File: config.mk
export PLATFORM = sky130hd
export DESIGN_NAME = spi_fifo_buf
export DESIGN_NICKNAME = d
export VERILOG_FILES = /design/src/rtl/spibuf_pkg.sv /design/src/rtl/spibuf_cfg.sv /design/src/rtl/spibuf_fifo.sv /design/src/rtl/spi_fifo_buf.sv
export SDC_FILE = /design/constraint.sdc
export NUM_CORES = 1
export LEC_CHECK = 0
export ABC_AREA = 0
export BUFFER_PORTS_ARGS = -buffer_cell sky130_fd_sc_hd__buf_2
export CORE_MARGIN = 5
export CORE_UTILIZATION = 55
export CTS_CLUSTER_DIAMETER = 150
export DETAILED_ROUTE_END_ITERATION = 12
export HOLD_SLACK_MARGIN = 0.03
export PLACE_DENSITY = 0.79
export SYNTH_ARGS = -nofsm -noshare
export SYNTH_HDL_FRONTEND = slang
export SYNTH_SLANG_ARGS = --single-unit
File: constraint.sdc
create_clock -name clk -period 8.9 [get_ports clk]
set_input_delay 2.225 -clock clk [delete_from_list [all_inputs] [get_ports clk]]
set_output_delay 2.225 -clock clk [all_outputs]
set_load 0.01 [all_outputs]
File: src/rtl/spibuf_pkg.sv
package spibuf_pkg;
    localparam int OFF_BIT = 0;
    localparam int TXD_BIT = 1;
    localparam int RXD_BIT = 2;
    localparam int TXF_BIT = 3;
    localparam int RXF_BIT = 4;

    typedef struct packed {
        logic off;
        logic tx_direct;
        logic rx_direct;
    } spibuf_cfg_t;
endpackage

File: src/rtl/spibuf_cfg.sv
module spibuf_cfg
    import spibuf_pkg::*;
#(
    parameter int REG_W        = 16,
    parameter bit OFF_AT_RESET = 1'b0
) (
    input  logic             clk,
    input  logic             rst_n,
    input  logic             we,
    input  logic [REG_W-1:0] wdata,
    output logic [REG_W-1:0] rdata,
    output spibuf_cfg_t      cfg,
    output logic             tx_flush,
    output logic             rx_flush
);
    spibuf_cfg_t cfg_d, cfg_q;

    always_comb begin
        cfg_d = cfg_q;
        if (we) begin
            cfg_d.off = wdata[OFF_BIT];
            if (!cfg_q.off) begin
                cfg_d.tx_direct = wdata[TXD_BIT];
                cfg_d.rx_direct = wdata[RXD_BIT];
            end
        end
    end

    always_ff @(posedge clk or negedge rst_n) begin
        if (!rst_n) begin
            cfg_q <= '{off: OFF_AT_RESET, tx_direct: 1'b0, rx_direct: 1'b0};
        end else begin
            cfg_q <= cfg_d;
        end
    end

    // flush strobes are pulses only; they never reach storage
    assign tx_flush = we && wdata[TXF_BIT] && !cfg_q.off;
    assign rx_flush = we && wdata[RXF_BIT] && !cfg_q.off;

    always_comb begin
        rdata          = '0;
        rdata[OFF_BIT] = cfg_q.off;
        rdata[TXD_BIT] = cfg_q.tx_direct;
        rdata[RXD_BIT] = cfg_q.rx_direct;
    end

    assign cfg = cfg_q;

    assert_direct_lock_R5: assert property (@(posedge clk) disable iff (!rst_n)
        (cfg_q.off && we) |=> ($stable(cfg_q.tx_direct) && $stable(cfg_q.rx_direct)));
endmodule

File: src/rtl/spibuf_fifo.sv
module spibuf_fifo #(
    parameter int DATA_W = 8,
    parameter int DEPTH  = 4
) (
    input  logic                       clk,
    input  logic                       rst_n,
    input  logic                       en,
    input  logic                       direct,
    input  logic                       flush,
    input  logic                       push,
    input  logic [DATA_W-1:0]          push_data,
    input  logic                       pop,
    output logic [DATA_W-1:0]          head,
    output logic [$clog2(DEPTH+1)-1:0] count,
    output logic                       empty,
    output logic                       full
);
    localparam int CW = $clog2(DEPTH + 1);
    localparam int PW = (DEPTH > 1) ? $clog2(DEPTH) : 1;
    localparam logic [PW-1:0] LAST = PW'(DEPTH - 1);

    typedef struct packed {
        logic [DEPTH-1:0][DATA_W-1:0] mem;
        logic [PW-1:0]                wr;
        logic [PW-1:0]                rd;
        logic [CW-1:0]                cnt;
    } fifo_st_t;

    fifo_st_t st_d, st_q;
    logic [CW-1:0] cap;
    logic do_push, do_pop;

    assign cap     = direct ? CW'(1) : CW'(DEPTH);
    assign empty   = (st_q.cnt == '0);
    assign full    = (st_q.cnt >= cap);
    assign do_push = en && !flush && push && !full;
    assign do_pop  = en && !flush && pop && !empty;

    always_comb begin
        st_d = st_q;
        if (en && flush) begin
            st_d.wr  = '0;
            st_d.rd  = '0;
            st_d.cnt = '0;
        end else begin
            if (do_push) begin
                st_d.mem[st_q.wr] = push_data;
                st_d.wr = (st_q.wr == LAST) ? '0 : st_q.wr + 1'b1;
            end
            if (do_pop) begin
                st_d.rd = (st_q.rd == LAST) ? '0 : st_q.rd + 1'b1;
            end
            case ({do_push, do_pop})
                2'b10:   st_d.cnt = st_q.cnt + 1'b1;
                2'b01:   st_d.cnt = st_q.cnt - 1'b1;
                default: st_d.cnt = st_q.cnt;
            endcase
        end
    end

    always_ff @(posedge clk or negedge rst_n) begin
        if (!rst_n) begin
            st_q <= '0;
        end else begin
            st_q <= st_d;
        end
    end

    assign head  = st_q.mem[st_q.rd];
    assign count = st_q.cnt;

    assert_no_overflow_R3: assert property (@(posedge clk) disable iff (!rst_n)
        st_q.cnt <= CW'(DEPTH));
    assert_direct_cap_R4: assert property (@(posedge clk) disable iff (!rst_n)
        (en && direct && !flush && push && !pop && st_q.cnt != '0) |=> $stable(st_q.cnt));
    assert_flush_empty_R6: assert property (@(posedge clk) disable iff (!rst_n)
        (en && flush) |=> (st_q.cnt == '0));
    assert_hold_off_R8: assert property (@(posedge clk) disable iff (!rst_n)
        !en |=> ($stable(st_q.cnt) && $stable(st_q.rd) && $stable(st_q.wr)));
    assert_swap_keeps_count_R9: assert property (@(posedge clk) disable iff (!rst_n)
        (en && !flush && push && pop && !full && !empty) |=> $stable(st_q.cnt));
endmodule

File: src/rtl/spi_fifo_buf.sv
module spi_fifo_buf
    import spibuf_pkg::*;
#(
    parameter int DATA_W       = 8,
    parameter int DEPTH        = 4,
    parameter int REG_W        = 16,
    parameter bit OFF_AT_RESET = 1'b0
) (
    input  logic                       clk,
    input  logic                       rst_n,
    input  logic                       cfg_we,
    input  logic [REG_W-1:0]           cfg_wdata,
    output logic [REG_W-1:0]           cfg_rdata,
    input  logic                       tx_push,
    input  logic [DATA_W-1:0]          tx_push_data,
    input  logic                       tx_pop,
    output logic [DATA_W-1:0]          tx_head,
    output logic [$clog2(DEPTH+1)-1:0] tx_count,
    output logic                       tx_empty,
    output logic                       tx_full,
    input  logic                       rx_push,
    input  logic [DATA_W-1:0]          rx_push_data,
    input  logic                       rx_pop,
    output logic [DATA_W-1:0]          rx_head,
    output logic [$clog2(DEPTH+1)-1:0] rx_count,
    output logic                       rx_empty,
    output logic                       rx_full
);
    spibuf_cfg_t cfg;
    logic tx_flush, rx_flush;
    logic path_en;

    spibuf_cfg #(.REG_W(REG_W), .OFF_AT_RESET(OFF_AT_RESET)) u_cfg (
        .clk(clk), .rst_n(rst_n), .we(cfg_we), .wdata(cfg_wdata),
        .rdata(cfg_rdata), .cfg(cfg), .tx_flush(tx_flush), .rx_flush(rx_flush)
    );

    assign path_en = !cfg.off;

    spibuf_fifo #(.DATA_W(DATA_W), .DEPTH(DEPTH)) u_tx (
        .clk(clk), .rst_n(rst_n), .en(path_en), .direct(cfg.tx_direct),
        .flush(tx_flush), .push(tx_push), .push_data(tx_push_data), .pop(tx_pop),
        .head(tx_head), .count(tx_count), .empty(tx_empty), .full(tx_full)
    );

    spibuf_fifo #(.DATA_W(DATA_W), .DEPTH(DEPTH)) u_rx (
        .clk(clk), .rst_n(rst_n), .en(path_en), .direct(cfg.rx_direct),
        .flush(rx_flush), .push(rx_push), .push_data(rx_push_data), .pop(rx_pop),
        .head(rx_head), .count(rx_count), .empty(rx_empty), .full(rx_full)
    );

    assert_reserved_zero_R7: assert property (@(posedge clk) disable iff (!rst_n)
        cfg_we |=> (cfg_rdata[REG_W-1:3] == '0));
endmodule

==> reports/metrics.csv <==
metric,value,unit
synth_cells,294,
rows,32,
io_buffers,56,
io_pins,81,
cts_inserted_buffers,9,
cts_setup_buffers,0,
fin_crit_sh,46.3,%
fin_skew,0.00683,ns
slowest_delay,0.45,ns
cp.required,6.68,ns
syn-cell-area,4220,um2
r2r_slack,5.93,ns
firstDrtPassIters,5,
worstPathArrival,1.89,ns
die-height,97.6,um
synthArstFlopShare,100,%
floorplan.initialDensity,55.4,%
ant_nets,0,
r2r_cells,10,
max_freq,243,MHz
cpMaxStageDelayCell,dfrtp_1,
cts_resized,0,
stdcell_count,453,
syn_avg_cell_area,14.3,um2
viasPerCell,5.32,
grt_overflow,0,
synth_seq_cells,81,
dp_cells,437,
clk_latency,0.35,ns
setup_violations,0,
rsz0062_at_grt,false,
ir_drop,0.158,mV
die_area,9520,um2
regToRegEndpoint,u_rx.count[2],
yosysWarningCount,0,
timing.critical_path.cells,inv_1 -> ha_1 -> or3b_4 -> a21o_2 -> buf_2,
seq_area_frac_synth,48.1,%
slew_viol_final,0,
drt-wirelength-per-cell,16.2,um
vias,2409,
grt_max_degree,82,
grt_pass1_vias,2547,
layout_min_cycle_time,4.12,ns
setup_tns,0,ns
antenna-diode-count,0,
crit_end,rx_full,
initialDrtViolationCount,29,
hold_viol,0,
cts_tree,built,
clockRootBuffer,clkbuf_8,
hp-class,register to register,
area_delta_synth_final,11.2,%
grt_first_pass_wirelength,12.8,mm
drive_above_1_share,47.3,%
die_w,97.6,um
synth_cell_types,43,
place_hpwl,5.20,mm
max_cap_viol_count,0,
status,completed,
critPathCaptureType,primary output,
power.density,320,nW/um2
nets,401,
cp_max_fo,6,
crit_type,register to primary output,
r2r_start,u_rx.count[0],
drt_wl_total,7.35,mm
slew_headroom,33.5,%
holdBufCountCts,0,
startpoint,u_rx.count[0],
grt_antenna_before_repair,0,
synth-edff-count,0,
synth_ff_type,dfrtp_1,
core,7610,um2
cts.htree.levels,3,
leakage,0.00231,uW
cts_sinks,81,
clk_pin_slew_worst_paths,0.09,ns
cts_max_path_buffers,2,
worst_pin_slew,0.998,ns
gp_congestion,0.720,
track_usage,16.7,%
drc_errors,0,
start_kind,register,
-- registers in the layout, indices dropped and copies added (netlist names) --
name,cells
u_tx.count,3
u_tx.st_q,36
u_rx.st_q,36
u_rx.count,3
u_cfg.cfg,3
-- worst max-delay path: cells and delay by family, from the launching register on --
kind,cells,cell delay [ns]
flops,1,0.45
simple gates,1,0.39
fa+ha+maj,1,0.29
compound gates,1,0.22
buf+inv,2,0.20
-- cell usage in the layout (no fill, tap or decap), types with 2 or more instances in the layout --
cell type,count
dfrtp_1,81
buf_2,55
mux2_2,43
mux2_4,24
nand2_1,19
mux4_2,16
ha_1,14
conb_1,13
inv_1,12
clkbuf_8,10
mux2i_1,9
nor2_1,7
or3_1,4
o21ai_0,3
a21oi_1,3
nand2_8,3
nand2b_1,2
o31ai_1,2
fa_1,2
clkinv_4,2
buf_4,2
-- cells by family after synthesis --
group           count (synthesis)  share of synthesized area [%]
mux                            92                           30.7
fa+ha+maj                      16                           5.10
compound gates                 17                           3.41
buf+inv                        40                           5.84
xor+xnor                        2                          0.593
flops                          81                           48.1
other cells                     1                         0.0889
simple gates                   45                           6.20
-- per-stage QoR --
step | worst slack (ns) | cell area, um2 | total power, uW | hold WS [ns] | utilization [%]
global route | 4.66 | 4690 | 1610 | 0.528 | 61.7
floorplan | 4.81 | 4260 | 1080 | 0.474 | -
CTS | 4.75 | 4690 | 1520 | 0.512 | 61.7
detailed placement | 4.53 | 4480 | 1240 | 0.488 | 58.9
finish | 4.78 | 4690 | 1500 | 0.511 | 61.7
global placement | 4.60 | 4480 | 1200 | 0.482 | 58.9
-- synth_stat cells (all sizes together) (2+ instances only) --
cell type,instances,area (um2)
a21oi,3,15.0
buf,25,190
clkbuf,3,11.3
dfrtp,81,2030
fa,2,40.0
ha,14,175
inv,12,45.0
mux2,67,845
mux2i,9,90.1
mux4,16,360
nand2,23,138
nand2b,2,12.5
nor2,7,26.3
o21ai,3,15.0
o31ai,2,15.0
or3,4,25.0
xor2,2,25.0
-- layout make-up --
| type | instances | area, um2 |
|---|---|---|
| repair buffers | 57 | 290 |
| flip-flops and latches | 81 | 2030 |
| fillers | 607 | 2920 |
| clock buffers | 10 | 138 |
| multi-input cells | 185 | 1990 |
| well taps | 102 | 128 |
| inverters | 12 | 45.0 |
| clock inverters | 6 | 75.1 |
-- metal layers --
metal | GRT usage (%) | part of all wire (%) | vias up
li1 | - | - | 1118
met1 | 21.1 | 43 | 1233
met2 | 27.8 | 52 | 50
met3 | 4.59 | 4.3 | 8
met4 | 5.32 | 0.87 | 0
met5 | 0 | 0 | -
-- how the worst min path moves through the flow --
stage                     cells past startpoint       endpoint  slack (ns)          start
after floorplan                               1  u_tx.st_q[23]        0.47  u_tx.st_q[23]
after global placement                        1  u_tx.st_q[23]        0.48  u_tx.st_q[23]
after detailed placement                      1  u_rx.st_q[26]        0.49  u_rx.st_q[26]
after CTS                                     1  u_tx.st_q[16]        0.51  u_tx.st_q[16]
after global routing                          1  u_rx.st_q[29]        0.53  u_rx.st_q[29]
final                                         1  u_rx.st_q[19]        0.51  u_rx.st_q[19]
-- where the power goes --
| group | switching (uW) | total, uW | internal (uW) |
|---|---|---|---|
| clock | 143 | 284 | 141 |
| sequential | 124 | 641 | 517 |
| combinational | 233 | 575 | 342 |
(Power assumes the default switching activity.)
